`src/rtl/mbx_pkg.sv`:
```
package mbx_pkg;

  // Host byte offsets (fixed by the software-visible layout)
  localparam int unsigned OFF_CMD  = 'h00;
  localparam int unsigned OFF_STAT = 'h04;
  localparam int unsigned OFF_SPTR = 'h08;
  localparam int unsigned OFF_DPTR = 'h0C;
  localparam int unsigned OFF_WBUF = 'h80;
  localparam int unsigned OFF_RBUF = 'h90;

  // Command word fields
  localparam int CMD_OP_W    = 8;
  localparam int CMD_IRQ_BIT = 8;
  localparam int CMD_SUB_LSB = 12;
  localparam int CMD_SUB_W   = 4;
  localparam int CMD_LEN_LSB = 16;
  localparam int CMD_LEN_W   = 8;

  // Status word fields
  localparam int ST_BUSY     = 0;
  localparam int ST_ERR      = 1;
  localparam int ST_IRQ      = 2;
  localparam int ST_CODE_LSB = 16;

  typedef struct packed {
    logic                 irq_req;
    logic [CMD_SUB_W-1:0] sub;
    logic [CMD_LEN_W-1:0] len;
    logic [CMD_OP_W-1:0]  op;
  } cmd_fields_t;

  function automatic cmd_fields_t cmd_decode(input logic [31:0] w);
    cmd_fields_t f;
    f.op      = w[CMD_OP_W-1:0];
    f.irq_req = w[CMD_IRQ_BIT];
    f.sub     = w[CMD_SUB_LSB +: CMD_SUB_W];
    f.len     = w[CMD_LEN_LSB +: CMD_LEN_W];
    return f;
  endfunction

endpackage

```
`src/rtl/mbx_word_buf.sv`:
```
module mbx_word_buf #(
  parameter int WORDS    = 4,
  parameter int DW       = 32,
  parameter int RD_PORTS = 2,
  localparam int IDX_W   = $clog2(WORDS),
  localparam int BE_W    = DW / 8
) (
  input  logic                      clk,
  input  logic                      rst_n,
  input  logic                      wr_en,
  input  logic [IDX_W-1:0]          wr_idx,
  input  logic [BE_W-1:0]           wr_be,
  input  logic [DW-1:0]             wr_data,
  input  logic [RD_PORTS*IDX_W-1:0] rd_idx,
  output logic [RD_PORTS*DW-1:0]    rd_data
);

  logic [WORDS*DW-1:0] flat;

  for (genvar w = 0; w < WORDS; w++) begin : g_word
    logic [DW-1:0] word_q;
    logic [DW-1:0] word_d;
    logic          word_en;

    assign word_en = wr_en && (wr_idx == IDX_W'(w));

    always_comb begin
      word_d = word_q;
      for (int b = 0; b < BE_W; b++) begin
        if (wr_be[b]) word_d[b*8 +: 8] = wr_data[b*8 +: 8];
      end
    end

    always_ff @(posedge clk or negedge rst_n) begin
      if (!rst_n)       word_q <= '0;
      else if (word_en) word_q <= word_d;
    end

    assign flat[w*DW +: DW] = word_q;
  end

  for (genvar p = 0; p < RD_PORTS; p++) begin : g_rd
    assign rd_data[p*DW +: DW] = flat[rd_idx[p*IDX_W +: IDX_W]*DW +: DW];
  end

endmodule

```
`src/rtl/mbx_seq.sv`:
```
module mbx_seq
  import mbx_pkg::*;
#(
  parameter int CODE_W  = 8,
  parameter int MAX_LEN = 16,
  localparam int LEN_W  = $clog2(MAX_LEN + 1)
) (
  input  logic                 clk,
  input  logic                 rst_n,
  input  logic                 cmd_wr,
  input  logic [31:0]          cmd_wdata,
  input  logic                 irq_clr,
  input  logic                 done,
  input  logic [CODE_W-1:0]    done_code,
  output logic                 busy,
  output logic                 err,
  output logic [CODE_W-1:0]    code,
  output logic                 irq_pend,
  output logic [31:0]          cmd_word,
  output logic                 cmd_valid,
  output logic [CMD_OP_W-1:0]  op,
  output logic [CMD_SUB_W-1:0] sub,
  output logic [LEN_W-1:0]     len
);

  logic              busy_q, busy_d;
  logic              err_q, err_d;
  logic [CODE_W-1:0] code_q, code_d;
  logic              irq_q, irq_d;
  logic              vld_q, vld_d;
  logic [31:0]       cmd_q;
  logic              accept, finish;
  cmd_fields_t       cur;

  assign cur    = cmd_decode(cmd_q);
  assign accept = cmd_wr && !busy_q;
  assign finish = done && busy_q;

  // next state
  always_comb begin
    busy_d = busy_q;
    err_d  = err_q;
    code_d = code_q;
    irq_d  = irq_q;
    vld_d  = 1'b0;
    if (accept) begin
      busy_d = 1'b1;
      vld_d  = 1'b1;
      err_d  = 1'b0;
      code_d = '0;
    end
    if (irq_clr) irq_d = 1'b0;
    if (finish) begin
      busy_d = 1'b0;
      err_d  = (done_code != '0);
      code_d = done_code;
      if (cur.irq_req) irq_d = 1'b1;
    end
  end

  // registers
  always_ff @(posedge clk or negedge rst_n) begin
    if (!rst_n) begin
      busy_q <= 1'b0;
      err_q  <= 1'b0;
      code_q <= '0;
      irq_q  <= 1'b0;
      vld_q  <= 1'b0;
    end else begin
      busy_q <= busy_d;
      err_q  <= err_d;
      code_q <= code_d;
      irq_q  <= irq_d;
      vld_q  <= vld_d;
    end
  end

  always_ff @(posedge clk or negedge rst_n) begin
    if (!rst_n)      cmd_q <= '0;
    else if (accept) cmd_q <= cmd_wdata;
  end

  assign busy      = busy_q;
  assign err       = err_q;
  assign code      = code_q;
  assign irq_pend  = irq_q;
  assign cmd_word  = cmd_q;
  assign cmd_valid = vld_q;
  assign op        = cur.op;
  assign sub       = cur.sub;
  assign len       = (cur.len > CMD_LEN_W'(MAX_LEN)) ? LEN_W'(MAX_LEN) : cur.len[LEN_W-1:0];

endmodule

```
`src/rtl/mbx_host_if.sv`:
```
module mbx_host_if
  import mbx_pkg::*;
#(
  parameter int ADDR_W = 8,
  parameter int IDX_W  = 2,
  localparam int WA_W  = ADDR_W - 2
) (
  input  logic              clk,
  input  logic              rst_n,
  input  logic [ADDR_W-1:0] host_addr,
  input  logic              host_wr,
  input  logic [3:0]        host_be,
  input  logic [31:0]       host_wdata,
  output logic [31:0]       host_rdata,
  input  logic              busy,
  input  logic [31:0]       status_word,
  input  logic [31:0]       cmd_word,
  input  logic [31:0]       wbuf_rdata,
  input  logic [31:0]       rbuf_rdata,
  output logic              cmd_wr,
  output logic              irq_clr,
  output logic              wbuf_we,
  output logic [IDX_W-1:0]  buf_idx,
  output logic [31:0]       sptr,
  output logic [31:0]       dptr
);

  logic [WA_W-1:0] wa;
  logic            aligned;
  logic            hit_cmd, hit_stat, hit_sptr, hit_dptr, hit_wbuf, hit_rbuf;
  logic [31:0]     sptr_q, sptr_d, dptr_q, dptr_d;
  logic            sptr_en, dptr_en;

  assign wa      = host_addr[ADDR_W-1:2];
  assign aligned = (host_addr[1:0] == 2'b00);
  assign buf_idx = wa[IDX_W-1:0];

  assign hit_cmd  = aligned && (wa == WA_W'(OFF_CMD  / 4));
  assign hit_stat = aligned && (wa == WA_W'(OFF_STAT / 4));
  assign hit_sptr = aligned && (wa == WA_W'(OFF_SPTR / 4));
  assign hit_dptr = aligned && (wa == WA_W'(OFF_DPTR / 4));
  assign hit_wbuf = aligned && ((wa >> IDX_W) == WA_W'((OFF_WBUF / 4) >> IDX_W));
  assign hit_rbuf = aligned && ((wa >> IDX_W) == WA_W'((OFF_RBUF / 4) >> IDX_W));

  assign cmd_wr  = host_wr && hit_cmd;
  assign irq_clr = host_wr && hit_stat && host_be[0] && host_wdata[ST_IRQ];
  assign wbuf_we = host_wr && hit_wbuf && !busy;
  assign sptr_en = host_wr && hit_sptr;
  assign dptr_en = host_wr && hit_dptr;

  // pointer next state, byte-lane merge
  always_comb begin
    sptr_d = sptr_q;
    dptr_d = dptr_q;
    for (int b = 0; b < 4; b++) begin
      if (host_be[b]) begin
        sptr_d[b*8 +: 8] = host_wdata[b*8 +: 8];
        dptr_d[b*8 +: 8] = host_wdata[b*8 +: 8];
      end
    end
  end

  always_ff @(posedge clk or negedge rst_n) begin
    if (!rst_n)       sptr_q <= '0;
    else if (sptr_en) sptr_q <= sptr_d;
  end

  always_ff @(posedge clk or negedge rst_n) begin
    if (!rst_n)       dptr_q <= '0;
    else if (dptr_en) dptr_q <= dptr_d;
  end

  assign sptr = sptr_q;
  assign dptr = dptr_q;

  // read mux
  always_comb begin
    host_rdata = '0;
    if (hit_cmd)       host_rdata = cmd_word;
    else if (hit_stat) host_rdata = status_word;
    else if (hit_sptr) host_rdata = sptr_q;
    else if (hit_dptr) host_rdata = dptr_q;
    else if (hit_wbuf) host_rdata = wbuf_rdata;
    else if (hit_rbuf) host_rdata = rbuf_rdata;
  end

endmodule

```
`src/rtl/cmd_mailbox.sv`:
```
module cmd_mailbox
  import mbx_pkg::*;
#(
  parameter int ADDR_W    = 8,
  parameter int BUF_BYTES = 16,
  parameter int CODE_W    = 8,
  localparam int BUF_WORDS = BUF_BYTES / 4,
  localparam int IDX_W     = $clog2(BUF_WORDS),
  localparam int LEN_W     = $clog2(BUF_BYTES + 1)
) (
  input  logic                 clk,
  input  logic                 rst_n,
  input  logic [ADDR_W-1:0]    host_addr,
  input  logic                 host_wr,
  input  logic [3:0]           host_be,
  input  logic [31:0]          host_wdata,
  output logic [31:0]          host_rdata,
  output logic                 irq_o,
  output logic                 ctl_cmd_valid,
  output logic [CMD_OP_W-1:0]  ctl_opcode,
  output logic [CMD_SUB_W-1:0] ctl_subcmd,
  output logic [LEN_W-1:0]     ctl_len,
  output logic [31:0]          ctl_sptr,
  output logic [31:0]          ctl_dptr,
  input  logic [IDX_W-1:0]     ctl_wbuf_idx,
  output logic [31:0]          ctl_wbuf_data,
  input  logic                 ctl_rbuf_we,
  input  logic [IDX_W-1:0]     ctl_rbuf_idx,
  input  logic [31:0]          ctl_rbuf_data,
  input  logic                 ctl_done,
  input  logic [CODE_W-1:0]    ctl_err_code
);

  logic              cmd_wr, irq_clr, wbuf_we;
  logic              busy, err, irq_pend;
  logic [CODE_W-1:0] code;
  logic [31:0]       cmd_word, status_word;
  logic [IDX_W-1:0]  buf_idx;
  logic [2*32-1:0]   wbuf_rd;
  logic [31:0]       rbuf_rd;

  always_comb begin
    status_word = '0;
    status_word[ST_BUSY] = busy;
    status_word[ST_ERR]  = err;
    status_word[ST_IRQ]  = irq_pend;
    status_word[ST_CODE_LSB +: CODE_W] = code;
  end

  mbx_host_if #(.ADDR_W(ADDR_W), .IDX_W(IDX_W)) u_host (
    .clk(clk), .rst_n(rst_n),
    .host_addr(host_addr), .host_wr(host_wr), .host_be(host_be),
    .host_wdata(host_wdata), .host_rdata(host_rdata),
    .busy(busy), .status_word(status_word), .cmd_word(cmd_word),
    .wbuf_rdata(wbuf_rd[31:0]), .rbuf_rdata(rbuf_rd),
    .cmd_wr(cmd_wr), .irq_clr(irq_clr), .wbuf_we(wbuf_we),
    .buf_idx(buf_idx), .sptr(ctl_sptr), .dptr(ctl_dptr)
  );

  mbx_seq #(.CODE_W(CODE_W), .MAX_LEN(BUF_BYTES)) u_seq (
    .clk(clk), .rst_n(rst_n),
    .cmd_wr(cmd_wr), .cmd_wdata(host_wdata), .irq_clr(irq_clr),
    .done(ctl_done), .done_code(ctl_err_code),
    .busy(busy), .err(err), .code(code), .irq_pend(irq_pend),
    .cmd_word(cmd_word), .cmd_valid(ctl_cmd_valid),
    .op(ctl_opcode), .sub(ctl_subcmd), .len(ctl_len)
  );

  // outbound: host writes, host and controller read
  mbx_word_buf #(.WORDS(BUF_WORDS), .DW(32), .RD_PORTS(2)) u_wbuf (
    .clk(clk), .rst_n(rst_n),
    .wr_en(wbuf_we), .wr_idx(buf_idx), .wr_be(host_be), .wr_data(host_wdata),
    .rd_idx({ctl_wbuf_idx, buf_idx}), .rd_data(wbuf_rd)
  );

  // inbound: controller writes whole words, host reads
  mbx_word_buf #(.WORDS(BUF_WORDS), .DW(32), .RD_PORTS(1)) u_rbuf (
    .clk(clk), .rst_n(rst_n),
    .wr_en(ctl_rbuf_we), .wr_idx(ctl_rbuf_idx), .wr_be(4'hF), .wr_data(ctl_rbuf_data),
    .rd_idx(buf_idx), .rd_data(rbuf_rd)
  );

  assign ctl_wbuf_data = wbuf_rd[63:32];
  assign irq_o         = irq_pend;

endmodule

```
`config.mk`:
```
export PLATFORM = sky130hd
export DESIGN_NAME = cmd_mailbox
export DESIGN_NICKNAME = d
export VERILOG_FILES = /design/src/rtl/mbx_pkg.sv /design/src/rtl/mbx_word_buf.sv /design/src/rtl/mbx_seq.sv /design/src/rtl/mbx_host_if.sv /design/src/rtl/cmd_mailbox.sv
export SDC_FILE = /design/constraint.sdc
export NUM_CORES = 1
export LEC_CHECK = 0
export BUFFER_PORTS_ARGS = -buffer_cell sky130_fd_sc_hd__buf_2
export CAP_MARGIN = 5
export CORE_UTILIZATION = 41
export DETAILED_ROUTE_END_ITERATION = 6
export HOLD_SLACK_MARGIN = 0.15
export PLACE_DENSITY = 0.63
export SLEW_MARGIN = 40
export SYNTH_ARGS = -nofsm -noshare
export SYNTH_HDL_FRONTEND = slang
export SYNTH_SLANG_ARGS = --single-unit
```
`constraint.sdc`:
```
create_clock -name clk -period 2.1 [get_ports clk]
set_input_delay 0 -clock clk [delete_from_list [all_inputs] [get_ports clk]]
set_output_delay 0 -clock clk [all_outputs]
set_load 0.05 [all_outputs]
```
# After elaboration in Yosys (flattened, before gate mapping)

Index checks and enable logic that the tools add are counted.

Register bits after elaboration: 364
Output and inout port bits: 147
Input bits: 93
Word-level logic and storage cells: 121

Shift-type cells: 3
Reduce and logical (&&, ||, !) cells: 55
Mux-type cells: 17
Order comparisons: 1
Eq/ne operators: 11

Operators by type and width:

| operator                                            | number |
|---|---|
| indexed part select 128 x 8 -> 32 bit               | 3 |
| 2-to-1 mux 32 bit                                   | 6 |
| AND reduction 2 bit                                 | 24 |
| logical AND 1 bit                                   | 24 |
| 2-to-1 mux 8 bit                                    | 2 |
| equality test 6 x 2 -> 1 bit, second input constant | 2 |
| equality test 2 bit, second input constant          | 4 |
| equality test 4 bit, second input constant          | 2 |
| > comparator 8 x 5 -> 1 bit, second input constant  | 1 |
| 2-to-1 mux 1 bit                                    | 8 |
| nonzero test 8 bit                                  | 1 |
| equality test 6 x 1 -> 1 bit, second input constant | 1 |
| zero test 2 bit                                     | 3 |
| zero test 6 bit                                     | 1 |
| 2-to-1 mux 5 bit                                    | 1 |
| equality test 2 x 1 -> 1 bit, second input constant | 2 |
| nonzero test 2 bit                                  | 1 |
| zero test 1 bit                                     | 1 |

# Longest topological paths before layout

Depth after elaboration: 8
Mapped depth: 9
Depth with buffers taken out: 4

# Hierarchy

A second synthesis with hierarchy kept.

Cell total of the unflattened synthesis: 1107
Area, all modules: 18443.9 µm²

By module, submodules not included:

| module                | times used | sequential area each (µm²) | cells each | area an instance (µm²) |
|---|---|---|---|---|
| mbx_word_buf (u_wbuf) | 1          | 3203.1                     | 358        | 6567.5 |
| mbx_word_buf (u_rbuf) | 1          | 3203.1                     | 319        | 5808.1 |
| mbx_host_if           | 1          | 1601.5                     | 309        | 4176.5 |
| mbx_seq               | 1          | 1101.1                     | 119        | 1884.3 |
| cmd_mailbox           | 1          | 0.0                        | 2          | 7.5 |

# Worst setup path before layout

No wires, ideal clock.

Path type: input to output
Start: input port host_addr[1]
End: output port host_rdata[10]
Path slack: -0.246 ns
Stages on the path: 7
Buffers on the path: 3
Required time: 2.100 ns
Arrival: 2.346 ns
Cell sequence: or4_1 -> buf_4 -> clkbuf_1 -> nor4_2 -> buf_2 -> nand2_1 -> a32oi_1

Longest elaborated chain between the ends: 8
Elaborated cells on any way between the ends: 13
Those cells by class: 6 x mux; 7 x reduce/logical

RTL lines:

| item                  | line              | RTL |
|---|---|---|
| from (decl)           | cmd_mailbox.sv:13 | `input logic [ADDR_W-1:0] host_addr,` |
| zero test 2 bit (*)   | mbx_host_if.sv:35 | `assign aligned = (host_addr[1:0] == 2'b00);` |
| logical AND 1 bit     | mbx_host_if.sv:43 | `assign hit_rbuf = aligned && ((wa >> IDX_W) == WA_W'((OFF_RBUF / 4) >> IDX_W));` |
| 2-to-1 mux 32 bit     | mbx_host_if.sv:84 | `else if (hit_rbuf) host_rdata = rbuf_rdata;` |
| 2-to-1 mux 32 bit     | mbx_host_if.sv:83 | `else if (hit_wbuf) host_rdata = wbuf_rdata;` |
| 2-to-1 mux 32 bit     | mbx_host_if.sv:82 | `else if (hit_dptr) host_rdata = dptr_q;` |
| 2-to-1 mux 32 bit     | mbx_host_if.sv:81 | `else if (hit_sptr) host_rdata = sptr_q;` |
| 2-to-1 mux 32 bit     | mbx_host_if.sv:80 | `else if (hit_stat) host_rdata = status_word;` |
| 2-to-1 mux 32 bit (*) | mbx_host_if.sv:79 | `if (hit_cmd) host_rdata = cmd_word;` |
| to (decl)             | cmd_mailbox.sv:17 | `output logic [31:0] host_rdata,` |

Every way passes the cells marked *; elsewhere a longest branch is shown, timed or not.

# Final worst setup path

Start: register u_wbuf.g_word[3].word_q[2]
End: output port host_rdata[2]

Longest elaborated chain between the ends: 6

RTL lines:

| item                                  | line               | RTL |
|---|---|---|
| from (decl)                           | mbx_word_buf.sv:21 | `logic [DW-1:0] word_q;` |
| from (signal assigned)                | mbx_word_buf.sv:36 | `else if (word_en) word_q <= word_d;` |
| indexed part select 128 x 8 -> 32 bit | mbx_word_buf.sv:43 | `assign rd_data[p*DW +: DW] = flat[rd_idx[p*IDX_W +: IDX_W]*DW +: DW];` |
| 2-to-1 mux 32 bit                     | mbx_host_if.sv:83  |  |
| 2-to-1 mux 32 bit                     | mbx_host_if.sv:82  |  |
| 2-to-1 mux 32 bit                     | mbx_host_if.sv:81  |  |
| 2-to-1 mux 32 bit                     | mbx_host_if.sv:80  |  |
| 2-to-1 mux 32 bit                     | mbx_host_if.sv:79  |  |

No other way between the ends.

==> results.json <==
{
  "setup_tns_ns": -2.252,
  "nets": 1715,
  "skew_ns": 0.01399,
  "wl_um": 52290,
  "grt_usage_pct": 23.73,
  "slowest_delay_ns": 0.48,
  "ir_drop_v": 0.0005702,
  "setup_viol": 10,
  "worst_r2r_path_depth": 4,
  "cp_max_fo": 3,
  "worstSetupPathType": "reg2out",
  "antenna_found_initial": 1,
  "hold_viol": 0,
  "clk_pin_slew_ns": 0.06,
  "worstHoldStart": "host_addr[7]",
  "p_leak_nw": 11.12,
  "yosys_warnings": 0,
  "die-height_um": 212.0,
  "synth_nets": 1322,
  "start_kind": "flop",
  "synthTopCellsByArea": "dfrtp_1 (50%), mux2_2 (21%), mux4_2 (12%)",
  "ys_types": 43,
  "slew_headroom_pct": 55.77,
  "io_pins": 240,
  "hpwl_um": 35840,
  "critPathCaptureType": "output pin",
  "portBuffers": 239,
  "worstHoldPathType": "in2reg",
  "synth_top_area_share_pct": 50.39,
  "grt_pass1_wl_um": 80430,
  "fin_crit_ns": 2.377,
  "via_per_inst": 5.684,
  "place_congestion": 0.8204,
  "fmaxAchievable_ghz": 0.4208,
  "cts_sinks": 364,
  "synth-seq-area-share_pct": 50.39,
  "worstPathArrival_ns": 2.38,
  "finalCritPeriodShare_pct": 113.2,
  "die_area_um2": 44930,
  "ys_seq_elements": 364,
  "critPathSlowestCell": "mux4_2",
  "vias": 12720,
  "drive_gt1_share_pct": 56.20,
  "cts_made_buffers": 43,
  "postRouteAntennaNets": 0,
  "worstPathRequired_ns": 2.10,
  "grt_pass1_vias": 13438,
  "worst_hold_slack_ns": 0.2050,
  "root_buffer": "clkbuf_16",
  "grt_max_degree": 74,
  "die_w_um": 212.0,
  "avgSynthCellArea_um2": 14.71,
  "r2r_end": "u_seq.code[5]",
  "report.final.slew_viol_count": 0,
  "setup_ws_ns": -0.2765,
  "min_path_cells": 5,
  "critPathBufInv": 1,
  "start_util_pct": 41.78,
  "diodes": 0,
  "rows": 76,
  "detail_route.first_pass.iterations": 5,
  "htreeDepth": 2,
  "synth.cell_area_um2": 18080,
  "crit_path_cell_trace": "mux4_2 > and4b_1 > o32a_1 > o32a_1 > buf_6",
  "hold_end": "u_seq.irq_pend",
  "path_delay_family": "compound AO/OA/AOI/OAI gates",
  "rsz0062_at_grt": "yes",
  "utilization_pct": 54.73,
  "area_growth_pct": 31.00,
  "drt_iter0_drc": 803,
  "wl_per_cell_um": 23.37,
  "clk_latency_ns": 0.57,
  "r2r_start": "u_seq.busy",
  "cap_violations": 0,
  "worstMarginPinSlew_ns": 0.6635,
  "coreArea_um2": 43270,
  "tritoncts": "done",
  "cpMostUsedCell": "o32a_1",
  "clockBufferDepth": 3,
  "netlist_instances": 1229,
  "status": "complete, but fails checks",
  "drc": 0,
  "powerDensity_nw_per_um2": 767.0,
  "yosysTopAreaCell": "dfrtp_1",
  "grt_overflow": 0,
  "r2r_slack_ns": 0.29,
  "failed_checks": "setup timing"
}
-- layout make-up --
type,count,area [µm²]
inverter,2,7.507
multi-input combinational,758,8778
timing repair buffer,453,3582
tap,585,732.0
clock inverter,16,249.0
fill,3574,19590
sequential,364,9109
clock buffer,60,1221
-- what timing repair did --
action | in CTS | in global routing
buffers inserted | 17 | 3
gates resized for setup | 42 | 40
pin swaps | 15 | 6
hold buffers | 94 | 0
endpoints found under the hold margin | 727 | 0
setup endpoints to repair | 23 | 32
-- tightest hold or removal path: stages --
cell	delay (ns)
buf_2	0.24
nor4b_4	0.08
buf_4	0.16
nand4_1	0.10
a22o_1	0.13
-- stage by stage --
stage          power (W)  setup WS (ns)  cell area, µm²  std cells
2_1_floorplan   0.009457        0.05726           18240       1229
3_3_place_gp     0.01028       -0.02228           20860       2048
3_5_place_dp     0.01036       -0.06573           20860       2048
4_1_cts          0.01834        -0.2929           23550       2235
5_1_grt          0.01886        -0.3274           23680       2238
6_report         0.01816        -0.2765           23680       2238
-- kinds of logic (layout without fill, tap and decap cells) --
| family | after synthesis | count (layout) | synth area share, % |
|---|---|---|---|
| multiplexers | 459 | 459 | 34.57 |
| flip-flops | 364 | 364 | 50.39 |
| AND/OR/NAND/NOR | 150 | 150 | 6.057 |
| AO/OA/AOI/OAI | 149 | 149 | 6.105 |
| buffers and inverters | 107 | 531 | 2.879 |
-- power breakdown --
part	switching [W]	internal (W)	leakage (nW)
sequential	0.000332	0.00763	4.79
clock	0.00295	0.00479	0.725
combinational	0.00125	0.00120	5.61
total	0.00454	0.0136	11.1
-- how the worst max path moves through the flow --
stage | start | to | slack (ns) | depth (start not counted)
CTS | u_wbuf.g_word[3].word_q[2] | host_rdata[2] | -0.29 | 5
detailed placement | host_addr[1] | u_wbuf.g_word[0].word_q[14] | -0.07 | 8
global placement | host_addr[1] | u_wbuf.g_word[0].word_q[22] | -0.02 | 9
finish | u_wbuf.g_word[3].word_q[2] | host_rdata[2] | -0.28 | 5
floorplan | host_addr[1] | host_rdata[10] | 0.06 | 7
global route | u_wbuf.g_word[3].word_q[2] | host_rdata[2] | -0.33 | 5
-- routing by layer --
metal	vias up	track usage, %	routed length (µm)
li1	5533	-	-
met3	72	4.121	2720
met5	-	0	0
met2	366	39.23	25460
met1	6749	32.03	23030
met4	0	6.872	1088
-- cells in the final DEF (no fill, tap or decap), drive strengths merged, types with 2 or more instances in the layout --
cell and instances:
a32oi 22, clkinv 8, mux4 96, o22ai 21, nor2b 25, nand3b 12, nand3 13, dlygate4sd3 94
and3 11, nor4b 2, o32a 20, o21ai 32, buf 356, dfrtp 364, and2 8, or4 3
nand4 13, mux2 362, bufinv 6, a22oi 22, o21bai 10, and4b 11, inv 4, nor4 4
a21o 11, clkbuf 63, nand2 40, a2111oi 10, nor3b 2, nor2 3
-- flip-flops by register name, summed over array words and instances, names as in the netlist --
register              count
u_rbuf.g_word.word_q    128
u_wbuf.g_word.word_q    128
u_host.dptr              32
u_host.sptr              32
u_seq.cmd_word           32
u_seq.code                8
u_seq.busy                1
u_seq.cmd_valid           1
u_seq.err                 1
u_seq.irq_pend            1
-- cells in the mapped netlist (all sizes together) --
cell and instances:
nor2b 25, a2111oi 10, mux2 362, nand3 13
o22ai 21, nand3b 12, nor3 1, buf 49
o32a 20, clkbuf 56, nor4b 2, and2 8
nor3b 2, inv 2, or3 1, a21o 11
and3 11, a32oi 22, mux4 96, nand2 40
or4 3, a22o 1, nand4 13, dfrtp 364
nand2b 1, o21ai 32, a22oi 22, and4b 11
nor2 3, mux2i 1, nor4 4, o21bai 10
No activity file was read; power rests on OpenSTA's default activity.
